<file path="config.mk">
export PLATFORM = sky130hd
export DESIGN_NAME = sbuart_apb
export DESIGN_NICKNAME = d
export VERILOG_FILES = /design/src/rtl/sbuart_pkg.sv /design/src/rtl/sbuart_bit_timer.sv /design/src/rtl/sbuart_tx.sv /design/src/rtl/sbuart_rx.sv /design/src/rtl/sbuart_apb.sv
export SDC_FILE = /design/constraint.sdc
export NUM_CORES = 1
export LEC_CHECK = 0
export BUFFER_PORTS_ARGS = -buffer_cell sky130_fd_sc_hd__buf_2
export CELL_PAD_IN_SITES_DETAIL_PLACEMENT = 0
export CELL_PAD_IN_SITES_GLOBAL_PLACEMENT = 1
export CORE_UTILIZATION = 44
export DETAILED_ROUTE_END_ITERATION = 6
export GPL_TIMING_DRIVEN = 0
export PLACE_DENSITY_LB_ADDON = 0.08
export SYNTH_ARGS = -nofsm -noshare
export SYNTH_HDL_FRONTEND = slang
export SYNTH_SLANG_ARGS = --single-unit
</file>
<file path="constraint.sdc">
create_clock -name clk -period 7.3 [get_ports clk]
set_input_delay 1.46 -clock clk [delete_from_list [all_inputs] [get_ports clk]]
set_output_delay 1.46 -clock clk [all_outputs]
set_load 0.05 [all_outputs]
</file>
<file path="src/rtl/sbuart_pkg.sv">
package sbuart_pkg;

    // word indices (byte address >> 2)
    localparam int unsigned WORD_DATA = 0;
    localparam int unsigned WORD_STAT = 1;
    localparam int unsigned WORD_CTRL = 2;
    localparam int unsigned WORD_IRQ  = 3;
    localparam int unsigned WORD_DIV  = 4;

    localparam int unsigned MIN_BIT_CLKS = 16;
    localparam int unsigned FRAME_BITS   = 10;

    // packed so that tx_on is bit 0 and tx_fast is bit 6
    typedef struct packed {
        logic tx_fast;
        logic rxo_ie;
        logic txo_ie;
        logic rx_ie;
        logic tx_ie;
        logic rx_on;
        logic tx_on;
    } ctrl_t;

    // the same bit layout serves status and the pending vector
    typedef struct packed {
        logic rx_ovr;
        logic tx_ovr;
        logic rx_full;
        logic tx_full;
    } flags_t;

    typedef enum logic [1:0] {
        RX_IDLE,
        RX_START,
        RX_DATA,
        RX_STOP
    } rx_state_e;

    function automatic logic [31:0] bit_clks(input logic [31:0] div, input logic fast);
        if (fast)
            return 32'd1;
        if (div < MIN_BIT_CLKS)
            return 32'(MIN_BIT_CLKS);
        return div;
    endfunction

endpackage

</file>
<file path="src/rtl/sbuart_bit_timer.sv">
module sbuart_bit_timer #(
    parameter int unsigned W = 20
) (
    input  logic         clk,
    input  logic         rst,
    input  logic         run,
    input  logic [W-1:0] limit,
    output logic         tick
);
    localparam logic [W-1:0] ONE = W'(1);

    logic [W-1:0] cnt;

    assign tick = run && (cnt == limit - ONE);

    always_ff @(posedge clk) begin
        if (rst || !run || tick)
            cnt <= '0;
        else
            cnt <= cnt + ONE;
    end

endmodule

</file>
<file path="src/rtl/sbuart_tx.sv">
module sbuart_tx
    import sbuart_pkg::*;
#(
    parameter int unsigned W = 20
) (
    input  logic         clk,
    input  logic         rst,
    input  logic [W-1:0] div,
    input  logic         fast,
    input  logic         load,
    input  logic [7:0]   load_byte,
    output logic         ready,
    output logic         txd
);
    localparam int unsigned BW = $clog2(FRAME_BITS + 1);
    localparam logic [BW-1:0] LAST_BIT = BW'(FRAME_BITS - 1);

    logic [FRAME_BITS-1:0] shreg;
    logic [BW-1:0]         bitn;
    logic                  busy;
    logic                  tick;
    logic [W-1:0]          limit;

    assign limit = W'(bit_clks(32'(div), fast));

    sbuart_bit_timer #(.W(W)) u_timer (
        .clk   (clk),
        .rst   (rst),
        .run   (busy),
        .limit (limit),
        .tick  (tick)
    );

    always_ff @(posedge clk) begin
        if (rst) begin
            shreg <= '1;
            bitn  <= '0;
            busy  <= 1'b0;
        end else if (load) begin
            shreg <= {1'b1, load_byte, 1'b0};
            bitn  <= '0;
            busy  <= 1'b1;
        end else if (tick) begin
            shreg <= {1'b1, shreg[FRAME_BITS-1:1]};
            bitn  <= bitn + BW'(1);
            if (bitn == LAST_BIT)
                busy <= 1'b0;
        end
    end

    assign ready = !busy;
    assign txd   = busy ? shreg[0] : 1'b1;

    // start bit appears the cycle after a load
    assert_start_low_R3: assert property (@(posedge clk) disable iff (rst)
        load |=> !txd);

    // the register file only hands over a byte to an idle shifter
    assert_load_idle_R4: assert property (@(posedge clk) disable iff (rst)
        load |-> !busy);

endmodule

</file>
<file path="src/rtl/sbuart_rx.sv">
module sbuart_rx
    import sbuart_pkg::*;
#(
    parameter int unsigned W = 20
) (
    input  logic         clk,
    input  logic         rst,
    input  logic [W-1:0] div,
    input  logic         enable,
    input  logic         rxd,
    output logic         valid,
    output logic [7:0]   byte_out
);
    logic [1:0]   sync;
    logic         line;
    rx_state_e    state;
    logic [2:0]   bitn;
    logic [7:0]   shreg;
    logic         tick;
    logic [W-1:0] full_lim;
    logic [W-1:0] limit;

    always_ff @(posedge clk) begin
        if (rst)
            sync <= 2'b11;
        else
            sync <= {sync[0], rxd};
    end
    assign line = sync[1];

    assign full_lim = W'(bit_clks(32'(div), 1'b0));
    assign limit    = (state == RX_START) ? (full_lim >> 1) : full_lim;

    sbuart_bit_timer #(.W(W)) u_timer (
        .clk   (clk),
        .rst   (rst),
        .run   (state != RX_IDLE),
        .limit (limit),
        .tick  (tick)
    );

    always_ff @(posedge clk) begin
        if (rst) begin
            state    <= RX_IDLE;
            bitn     <= '0;
            shreg    <= '0;
            valid    <= 1'b0;
            byte_out <= '0;
        end else begin
            valid <= 1'b0;
            unique case (state)
                RX_IDLE: begin
                    if (enable && !line)
                        state <= RX_START;
                end
                RX_START: begin
                    if (tick) begin
                        bitn  <= '0;
                        state <= line ? RX_IDLE : RX_DATA;
                    end
                end
                RX_DATA: begin
                    if (tick) begin
                        shreg <= {line, shreg[7:1]};
                        bitn  <= bitn + 3'd1;
                        if (bitn == 3'd7)
                            state <= RX_STOP;
                    end
                end
                RX_STOP: begin
                    if (tick) begin
                        if (line) begin
                            valid    <= 1'b1;
                            byte_out <= shreg;
                        end
                        state <= RX_IDLE;
                    end
                end
                default: state <= RX_IDLE;
            endcase
        end
    end

    // a start that is high at its midpoint never reaches the data phase
    assert_false_start_R10: assert property (@(posedge clk) disable iff (rst)
        (state == RX_START && tick && line) |=> state == RX_IDLE);

endmodule

</file>
<file path="src/rtl/sbuart_apb.sv">
module sbuart_apb
    import sbuart_pkg::*;
#(
    parameter int unsigned ADDR_W    = 12,
    parameter int unsigned DIV_W     = 20,
    parameter int unsigned DIV_RESET = 16
) (
    input  logic              clk,
    input  logic              rst,
    input  logic              psel,
    input  logic              penable,
    input  logic              pwrite,
    input  logic [ADDR_W-1:0] paddr,
    input  logic [31:0]       pwdata,
    output logic [31:0]       prdata,
    input  logic              rxd,
    output logic              txd,
    output logic              irq_tx,
    output logic              irq_rx,
    output logic              irq_any
);
    localparam int unsigned WI_W = ADDR_W - 2;
    localparam int unsigned CTRL_W = $bits(ctrl_t);
    localparam int unsigned FLAG_W = $bits(flags_t);

    logic [WI_W-1:0]  word;
    logic             wr, rd;
    logic             hit_data, hit_stat, hit_ctrl, hit_irq, hit_div;

    ctrl_t            ctrl;
    logic [DIV_W-1:0] div;
    flags_t           st;
    flags_t           pend;
    flags_t           en;
    flags_t           ev;
    flags_t           clr;
    logic [7:0]       tx_hold;
    logic [7:0]       rx_hold;

    logic             tx_ready;
    logic             take;
    logic             tx_acc, tx_drop;
    logic             rx_valid;
    logic [7:0]       rx_byte;
    logic             rx_new, rx_drop;
    logic             rd_data;
    logic             unused_bits;

    assign word     = paddr[ADDR_W-1:2];
    assign wr       = psel && penable && pwrite;
    assign rd       = psel && penable && !pwrite;
    assign hit_data = (word == WI_W'(WORD_DATA));
    assign hit_stat = (word == WI_W'(WORD_STAT));
    assign hit_ctrl = (word == WI_W'(WORD_CTRL));
    assign hit_irq  = (word == WI_W'(WORD_IRQ));
    assign hit_div  = (word == WI_W'(WORD_DIV));

    assign unused_bits = ^{paddr[1:0], pwdata[31:DIV_W]};

    // event sources
    assign take    = ctrl.tx_on && st.tx_full && tx_ready;
    assign tx_acc  = wr && hit_data && !st.tx_full;
    assign tx_drop = wr && hit_data && st.tx_full;
    assign rx_new  = rx_valid && !st.rx_full;
    assign rx_drop = rx_valid && st.rx_full;
    assign rd_data = rd && hit_data;

    assign en  = flags_t'({ctrl.rxo_ie, ctrl.txo_ie, ctrl.rx_ie, ctrl.tx_ie});
    assign ev  = flags_t'({rx_drop, tx_drop, rx_new, take});
    assign clr = (wr && hit_irq) ? flags_t'(pwdata[FLAG_W-1:0]) : flags_t'('0);

    // configuration registers
    always_ff @(posedge clk) begin
        if (rst) begin
            ctrl <= '0;
            div  <= DIV_W'(DIV_RESET);
        end else if (wr) begin
            if (hit_ctrl)
                ctrl <= ctrl_t'(pwdata[CTRL_W-1:0]);
            if (hit_div)
                div <= pwdata[DIV_W-1:0];
        end
    end

    // holding bytes and status
    always_ff @(posedge clk) begin
        if (rst) begin
            st      <= '0;
            tx_hold <= '0;
            rx_hold <= '0;
        end else begin
            if (tx_acc) begin
                tx_hold    <= pwdata[7:0];
                st.tx_full <= 1'b1;
            end else if (take) begin
                st.tx_full <= 1'b0;
            end

            if (rx_new) begin
                rx_hold    <= rx_byte;
                st.rx_full <= 1'b1;
            end else if (rd_data) begin
                st.rx_full <= 1'b0;
            end

            if (tx_drop)
                st.tx_ovr <= 1'b1;
            else if (wr && hit_stat && pwdata[2])
                st.tx_ovr <= 1'b0;

            if (rx_drop)
                st.rx_ovr <= 1'b1;
            else if (wr && hit_stat && pwdata[3])
                st.rx_ovr <= 1'b0;
        end
    end

    // pending interrupts: a new event wins over a clear in the same cycle
    always_ff @(posedge clk) begin
        if (rst)
            pend <= '0;
        else
            pend <= (pend & ~clr) | (ev & en);
    end

    assign irq_tx  = pend.tx_full & en.tx_full;
    assign irq_rx  = pend.rx_full & en.rx_full;
    assign irq_any = |(pend & en);

    always_comb begin
        prdata = '0;
        if (psel && !pwrite) begin
            if (hit_data) prdata[7:0]          = rx_hold;
            if (hit_stat) prdata[FLAG_W-1:0]   = st;
            if (hit_ctrl) prdata[CTRL_W-1:0]   = ctrl;
            if (hit_irq)  prdata[FLAG_W-1:0]   = pend & en;
            if (hit_div)  prdata[DIV_W-1:0]    = div;
            prdata[31] = prdata[31] ^ (unused_bits & 1'b0);
        end
    end

    sbuart_tx #(.W(DIV_W)) u_tx (
        .clk       (clk),
        .rst       (rst),
        .div       (div),
        .fast      (ctrl.tx_fast),
        .load      (take),
        .load_byte (tx_hold),
        .ready     (tx_ready),
        .txd       (txd)
    );

    sbuart_rx #(.W(DIV_W)) u_rx (
        .clk      (clk),
        .rst      (rst),
        .div      (div),
        .enable   (ctrl.rx_on),
        .rxd      (rxd),
        .valid    (rx_valid),
        .byte_out (rx_byte)
    );

    assert_take_empties_R4: assert property (@(posedge clk) disable iff (rst)
        take |=> !st.tx_full);

    assert_tx_irq_edge_R6: assert property (@(posedge clk) disable iff (rst)
        $rose(pend.tx_full) |-> ($past(st.tx_full) && !st.tx_full));

    assert_rx_byte_fills_R8: assert property (@(posedge clk) disable iff (rst)
        rx_valid |=> st.rx_full);

    assert_rx_ovr_keeps_R9: assert property (@(posedge clk) disable iff (rst)
        (rx_valid && st.rx_full) |=> ($stable(rx_hold) && st.rx_ovr));

    assert_irq_or_R12: assert property (@(posedge clk) disable iff (rst)
        (irq_tx || irq_rx) |-> irq_any);

endmodule

</file>
* After elaboration in Yosys (flattened, before gate mapping)
Cells that the tools add are included.
** Storage, ports and cells
- Flip-flop bits (word level) :: 129
- Output and inout port bits :: 36
** Cells by class
- Bitwise gates (word level) :: 9
- Equality and inequality tests :: 16
- Add/subtract/negate cells :: 6
- Multiplexer cells :: 42
- Reduce and logical (&&, ||, !) cells :: 49
- Order comparisons :: 1
** Operator list (count)
- $mux 20 :: 9
- $add 20x1->20 const B :: 2
- $eq 20x20->1 :: 2
- $sub 20x1->20 const B :: 2
- $eq 10x2->1 const B :: 2
- $lt 20x5->1 const B :: 1
- $logic_and 1x1->1 :: 19
- $mux 9 :: 2
- $mux 1 :: 16
- $reduce_bool 2->1 :: 8
- $and 4x4->4 :: 3
- $mux 2 :: 6
- $mux 4 :: 3
- $eq 10x1->1 const B :: 1
- $eq 10x3->1 const B :: 1
- $logic_not 10->1 :: 1
- $mux 8 :: 1
- $pmux 2 s4 :: 1
- $reduce_and 2->1 :: 4
- $mux 7 :: 1
- $logic_not 1->1 :: 6
- $mux 3 :: 2
- $ne 2x2->1 const B :: 3
- $pmux 3 s2 :: 1
- other kinds (18) :: 26

* Depth between registers and ports, before layout
- Depth in word-level cells :: 10
- Depth in mapped cells :: 23

* Cells and area by module
Synthesis repeated with hierarchy kept, for this count alone.
** Unflattened totals
- Cell total of the unflattened synthesis :: 958
- Area, all modules :: 7767.4 sq um
** Modules (own cells, without submodules)
- sbuart_bit_timer :: cells each 191, area an instance 1584.0 sq um, sequential area each 400.4 sq um, instances 2
- sbuart_apb :: cells each 314, area an instance 2481.1 sq um, sequential area each 1021.0 sq um, instances 1
- sbuart_rx :: cells each 171, area an instance 1288.7 sq um, sequential area each 480.5 sq um, instances 1
- sbuart_tx :: cells each 91, area an instance 829.5 sq um, sequential area each 280.3 sq um, instances 1

* Worst setup path after synthesis
OpenSTA, ideal clock, no wires.
- Kind :: register to register
- From :: register with a tool-made name
- To :: register u_rx.u_timer.cnt[11]
- Path slack :: 2.053 ns
- Cell stages (with the launch flop) :: 24
- Path buffers :: 9
- Required time :: 7.185 ns
- Data arrival time :: 5.132 ns
- Setup time :: 0.115 ns
- Cells stage by stage :: dfxtp_1 -> inv_1 -> ha_1 -> buf_6 -> buf_4 -> buf_2 -> buf_2 -> buf_2 -> buf_2 -> clkbuf_1 -> mux2_2 -> nand2_1 -> ha_1 -> nand2_1 -> a2111oi_2 -> o22ai_1 -> or4_1 -> nand4b_1 -> or3_1 -> or4_1 -> buf_2 -> nand2_4 -> buf_4 -> nor2_1
** RTL lines
- end signal, assigned :: line sbuart_bit_timer.sv:20 : cnt <= cnt + ONE;
- end, declared :: line sbuart_bit_timer.sv:12 : logic [W-1:0] cnt;

* Worst setup path after layout
- From :: register u_rx.state[0]
- To :: register u_rx.u_timer.cnt[19]
** On the way
- Word-level cells in the longest chain between the ends :: 6
- Elaborated cells between the ends (all ways) :: 9
- Classes of those cells :: add/sub (1); eq/ne (2); mux (1); reduce/logical (5)
** RTL lines
- start, declared :: line sbuart_rx.sv:16 : rx_state_e state;
- start signal, assigned :: line sbuart_rx.sv:59 : state <= line ? RX_IDLE : RX_DATA;
- $eq 2x1->1 :: line sbuart_rx.sv:32 : assign limit = (state == RX_START) ? (full_lim >> 1) : full_lim;
- $mux 20 :: line sbuart_rx.sv:32
- $sub 20x1->20 :: line sbuart_bit_timer.sv:14 : assign tick = run && (cnt == limit - ONE);
- $eq 20x20->1 :: line sbuart_bit_timer.sv:14
- $logic_and 1x1->1 :: line sbuart_bit_timer.sv:14
- $logic_or 1x1->1 * :: line sbuart_bit_timer.sv:17 : if (rst || !run || tick)
Mark *: on every way between the ends. The rest lies on a longest branch, timed or not.
A chain may end at the register's enable or synchronous reset.

==> impl_metrics.ini <==
[outcome]
outcome = finished, final reports clean

[cts]
cts_buffers = 17
htree_levels = 4
holdBufCountCts = 0
cts_resized = 0
ctsRootBufferMaster = clkbuf_16
clk_pin_slew_ps = 70
clk_latency_ps = 430
cts_setup_buffers = 0
cts.path.max_buffers = 2
cts_tree = done
cts_sinks = 129

[power]
switchingPower_mw = 0.424
swShare_pct = 26.1
pwr_density_cell_nw_per_um2 = 163
pwr-share-clk_pct = 53.3
combPwrFrac_pct = 3.3
seqPwrFrac_pct = 43.3
worst_ir_drop_vdd_uv = 136
power_leakage_nw = 3.76
p_int_mw = 1.20

[yosys]
yosys-top-cells-area = dfxtp_1 (30%), mux2i_1 (6.8%), nor2_1 (6.2%)
yosysSeqAreaShare_pct = 29.6
yosysUniqueCellTypes = 82
synthesis.instances = 1155
yosys_warnings = 0
synthFlopType = dfxtp_1
synth_top_area_share_pct = 29.6
syn_area_sq_um = 8720
synth_area_leader_cell = dfxtp_1
yosys_register_bits = 129
synth_edf_count = 0
syn_avg_cell_area_sq_um = 7.55
async_flop_share_pct = 0

[floorplanning]
pin_count = 86
start_util_pct = 44.8
die_w_um = 143
die_area_sq_um = 20400
die_h_um = 143
core_area_sq_um = 19500
num_rows = 51

[sta]
period_needed_ps = 6670
setup_viol = 0
fin_crit_sh_pct = 91.4
finalHoldViolations = 0
slew_headroom_pct = 9.57
tightest_slew_ps = 1340
fin_ws_ps = 626
fin_tns_setup_ps = 0
max_clock_freq_ghz = 0.150
skew_ps = 10.3
drv_slew = 0
rsz0062_at_grt = no

[grt]
antenna_found_initial = 0
grt_start_max_net_pins = 17
grt_busiest_layer = met2
grt_overflow = 0
grt_use_total_pct = 29.0
grtUsageMet1_pct = 40.0
use_met3_pct = 4.43
grtUsageMet2_pct = 44.8
grt_pass1_wl_mm = 45.1
grt_pass1_vias = 8231

[route]
finalWirelength_mm = 29.0
ant_nets = 0
vias = 8883
wl_per_cell_um = 19.0
firstDrtPassIters = 5
viasPerCell = 5.83
route.detailed.drc = 0
drtIter0Drc = 732

[critical_path]
arrival_ps = 6990
startpoint_type = flip-flop
crit_type = flip-flop to flip-flop
cp.required_ps = 7620
path_common_cell = buf_2
end_kind = flip-flop
timing.critical_path.slowest_cell_delay_ps = 630
cpMaxStageDelayCell = or4_1
crit_path_cell_trace = ha_1 -> buf_6 -> buf_4 -> buf_2 -> buf_2 -> buf_2 -> buf_2 -> clkbuf_1 -> mux2_2 -> nand2_1 -> ha_1 -> nand2_1 -> a2111oi_2 -> o22ai_1 -> or4_1 -> nand4b_1 -> or3_1 -> or4_1 -> buf_2 -> nand2_4 -> buf_4 -> nor2_1
critPathMaxFanout = 10

[place]
placed_cells = 1490
placed_area_sq_um = 9380
pre_cts_ws_ps = 736
place_congestion = 0.922
hpwl_mm = 21.7
port_buffers = 59

[layout]
drive_gt1_share_pct = 11.1
fin_area_sq_um = 9960
nNetsFinal = 1306
finalNonFillerCells = 1523
utilization_pct = 51.2
synthToLayoutAreaGrowth_pct = 14.3

[flow_run]
maxCapViolCount = 0

[hold_path]
holdCritPathClass = flip-flop to flip-flop
-- registers in the layout (all words and copies together), names as in the netlist, 2 cells and up, named ones only --
signal            flops
u_rx.u_timer.cnt     20
u_rx.byte_out         8
pend                  4
ctrl                  7
u_rx.sync             2
tx_hold               8
u_tx.shreg            9
u_tx.bitn             4
div                  20
rx_hold               8
u_rx.shreg            8
st                    4
u_tx.u_timer.cnt     20
u_rx.bitn             3
-- Yosys cell counts (6+ instances only) --
| cell | count |
|---|---|
| nor2_1 | 145 |
| dfxtp_1 | 129 |
| nand2_1 | 129 |
| a21oi_1 | 71 |
| clkbuf_1 | 64 |
| mux2i_1 | 59 |
| nor3_1 | 42 |
| xnor2_1 | 41 |
| nand3_1 | 40 |
| and3_1 | 34 |
| xor2_1 | 31 |
| nand2b_1 | 30 |
| o21ai_0 | 30 |
| inv_1 | 24 |
| nor4_1 | 20 |
| or3_1 | 20 |
| nand4_1 | 19 |
| buf_4 | 14 |
| ha_1 | 12 |
| buf_2 | 11 |
| and2_1 | 9 |
| or2_2 | 9 |
| a211oi_1 | 8 |
| a22oi_1 | 8 |
| nor2b_1 | 8 |
| a221oi_1 | 7 |
| a31oi_1 | 7 |
| o211ai_1 | 7 |
| buf_1 | 6 |
| nor3b_1 | 6 |
| or4_1 | 6 |
-- layout make-up --
class	count	area, sq um
fill	2005	9500
timing repair buffer	59	295
inverter	24	90.1
clock inverter	14	146
tap	265	332
sequential	129	2580
antenna	1	2.50
multi-input combinational	917	5650
clock buffer	18	429
buffer	96	434
-- cells in the final DEF, fill, tap and decap left out, types with 6 or more instances in the layout --
cell         n
xor2_1      31
a31oi_1      7
clkbuf_16   17
and3_1      34
dfxtp_1    129
a22oi_1      8
nand2b_1    30
nand4_1     19
ha_1        12
o21ai_0     30
buf_1        6
nor2b_1      8
nand2_1    129
a221oi_1     7
mux2i_1     59
and2_1       9
xnor2_1     41
nand3_1     40
o211ai_1     7
nor3b_1      6
clkbuf_1    65
nor3_1      42
buf_2       70
conb_1      12
inv_1       24
nor2_1     145
a21oi_1     71
or3_1       20
buf_4       14
nor4_1      20
a211oi_1     8
or4_1        6
or2_2        9
-- cells by family after synthesis --
family          count (synthesis)  share of synthesized area, %
compound gates                211                          16.3
xor+xnor                       72                          7.24
fa+ha+maj                      12                          1.72
buf+inv                       120                          6.01
flops                         129                          29.6
mux                            64                          7.58
other cells                     1                        0.0430
simple gates                  546                          31.4
-- metrics by stage --
step,hold WS [ps],total power [mW]
floorplan,389,0.751
global placement,392,0.774
detailed placement,394,0.774
CTS,402,1.64
global route,415,1.67
finish,406,1.63
-- worst paths after layout --
check	startpoint	to	slack, ps	depth (start not counted)
setup / recovery	u_rx.state[0]	u_rx.u_timer.cnt[19]	630	22
hold / removal	u_rx.sync[0]	u_rx.sync[1]	410	1
setup reg to reg	u_rx.state[0]	u_rx.u_timer.cnt[19]	630	22
hold reg to reg	u_rx.sync[0]	u_rx.sync[1]	410	1
-- critical path, delay by kind of cell, from the launching register on --
family                     cells  cell delay, ps
adders and majority gates      2             520
buffers and inverters          9            2430
AOI/OAI and AO/OA              2             690
muxes                          1             400
and+or+nand+nor                8            2110
DFF                            1             410
-- routing by layer --
layer | vias to the layer above | routed length [um]
li1 | 4305 | -
met1 | 4153 | 13600
met2 | 372 | 12700
met3 | 53 | 1930
met4 | 0 | 733
met5 | - | 0
-- power by group through the flow --
stage	Combinational (mW)	Sequential, mW	Clock (mW)
3_5_place_dp	0.0537	0.720	0
4_1_cts	0.0539	0.704	0.878
3_3_place_gp	0.0537	0.720	0
6_report	0.0543	0.704	0.867
5_1_grt	0.0576	0.704	0.907
2_1_floorplan	0.0312	0.720	0
Note: power is estimated with default switching activity, not from simulation.
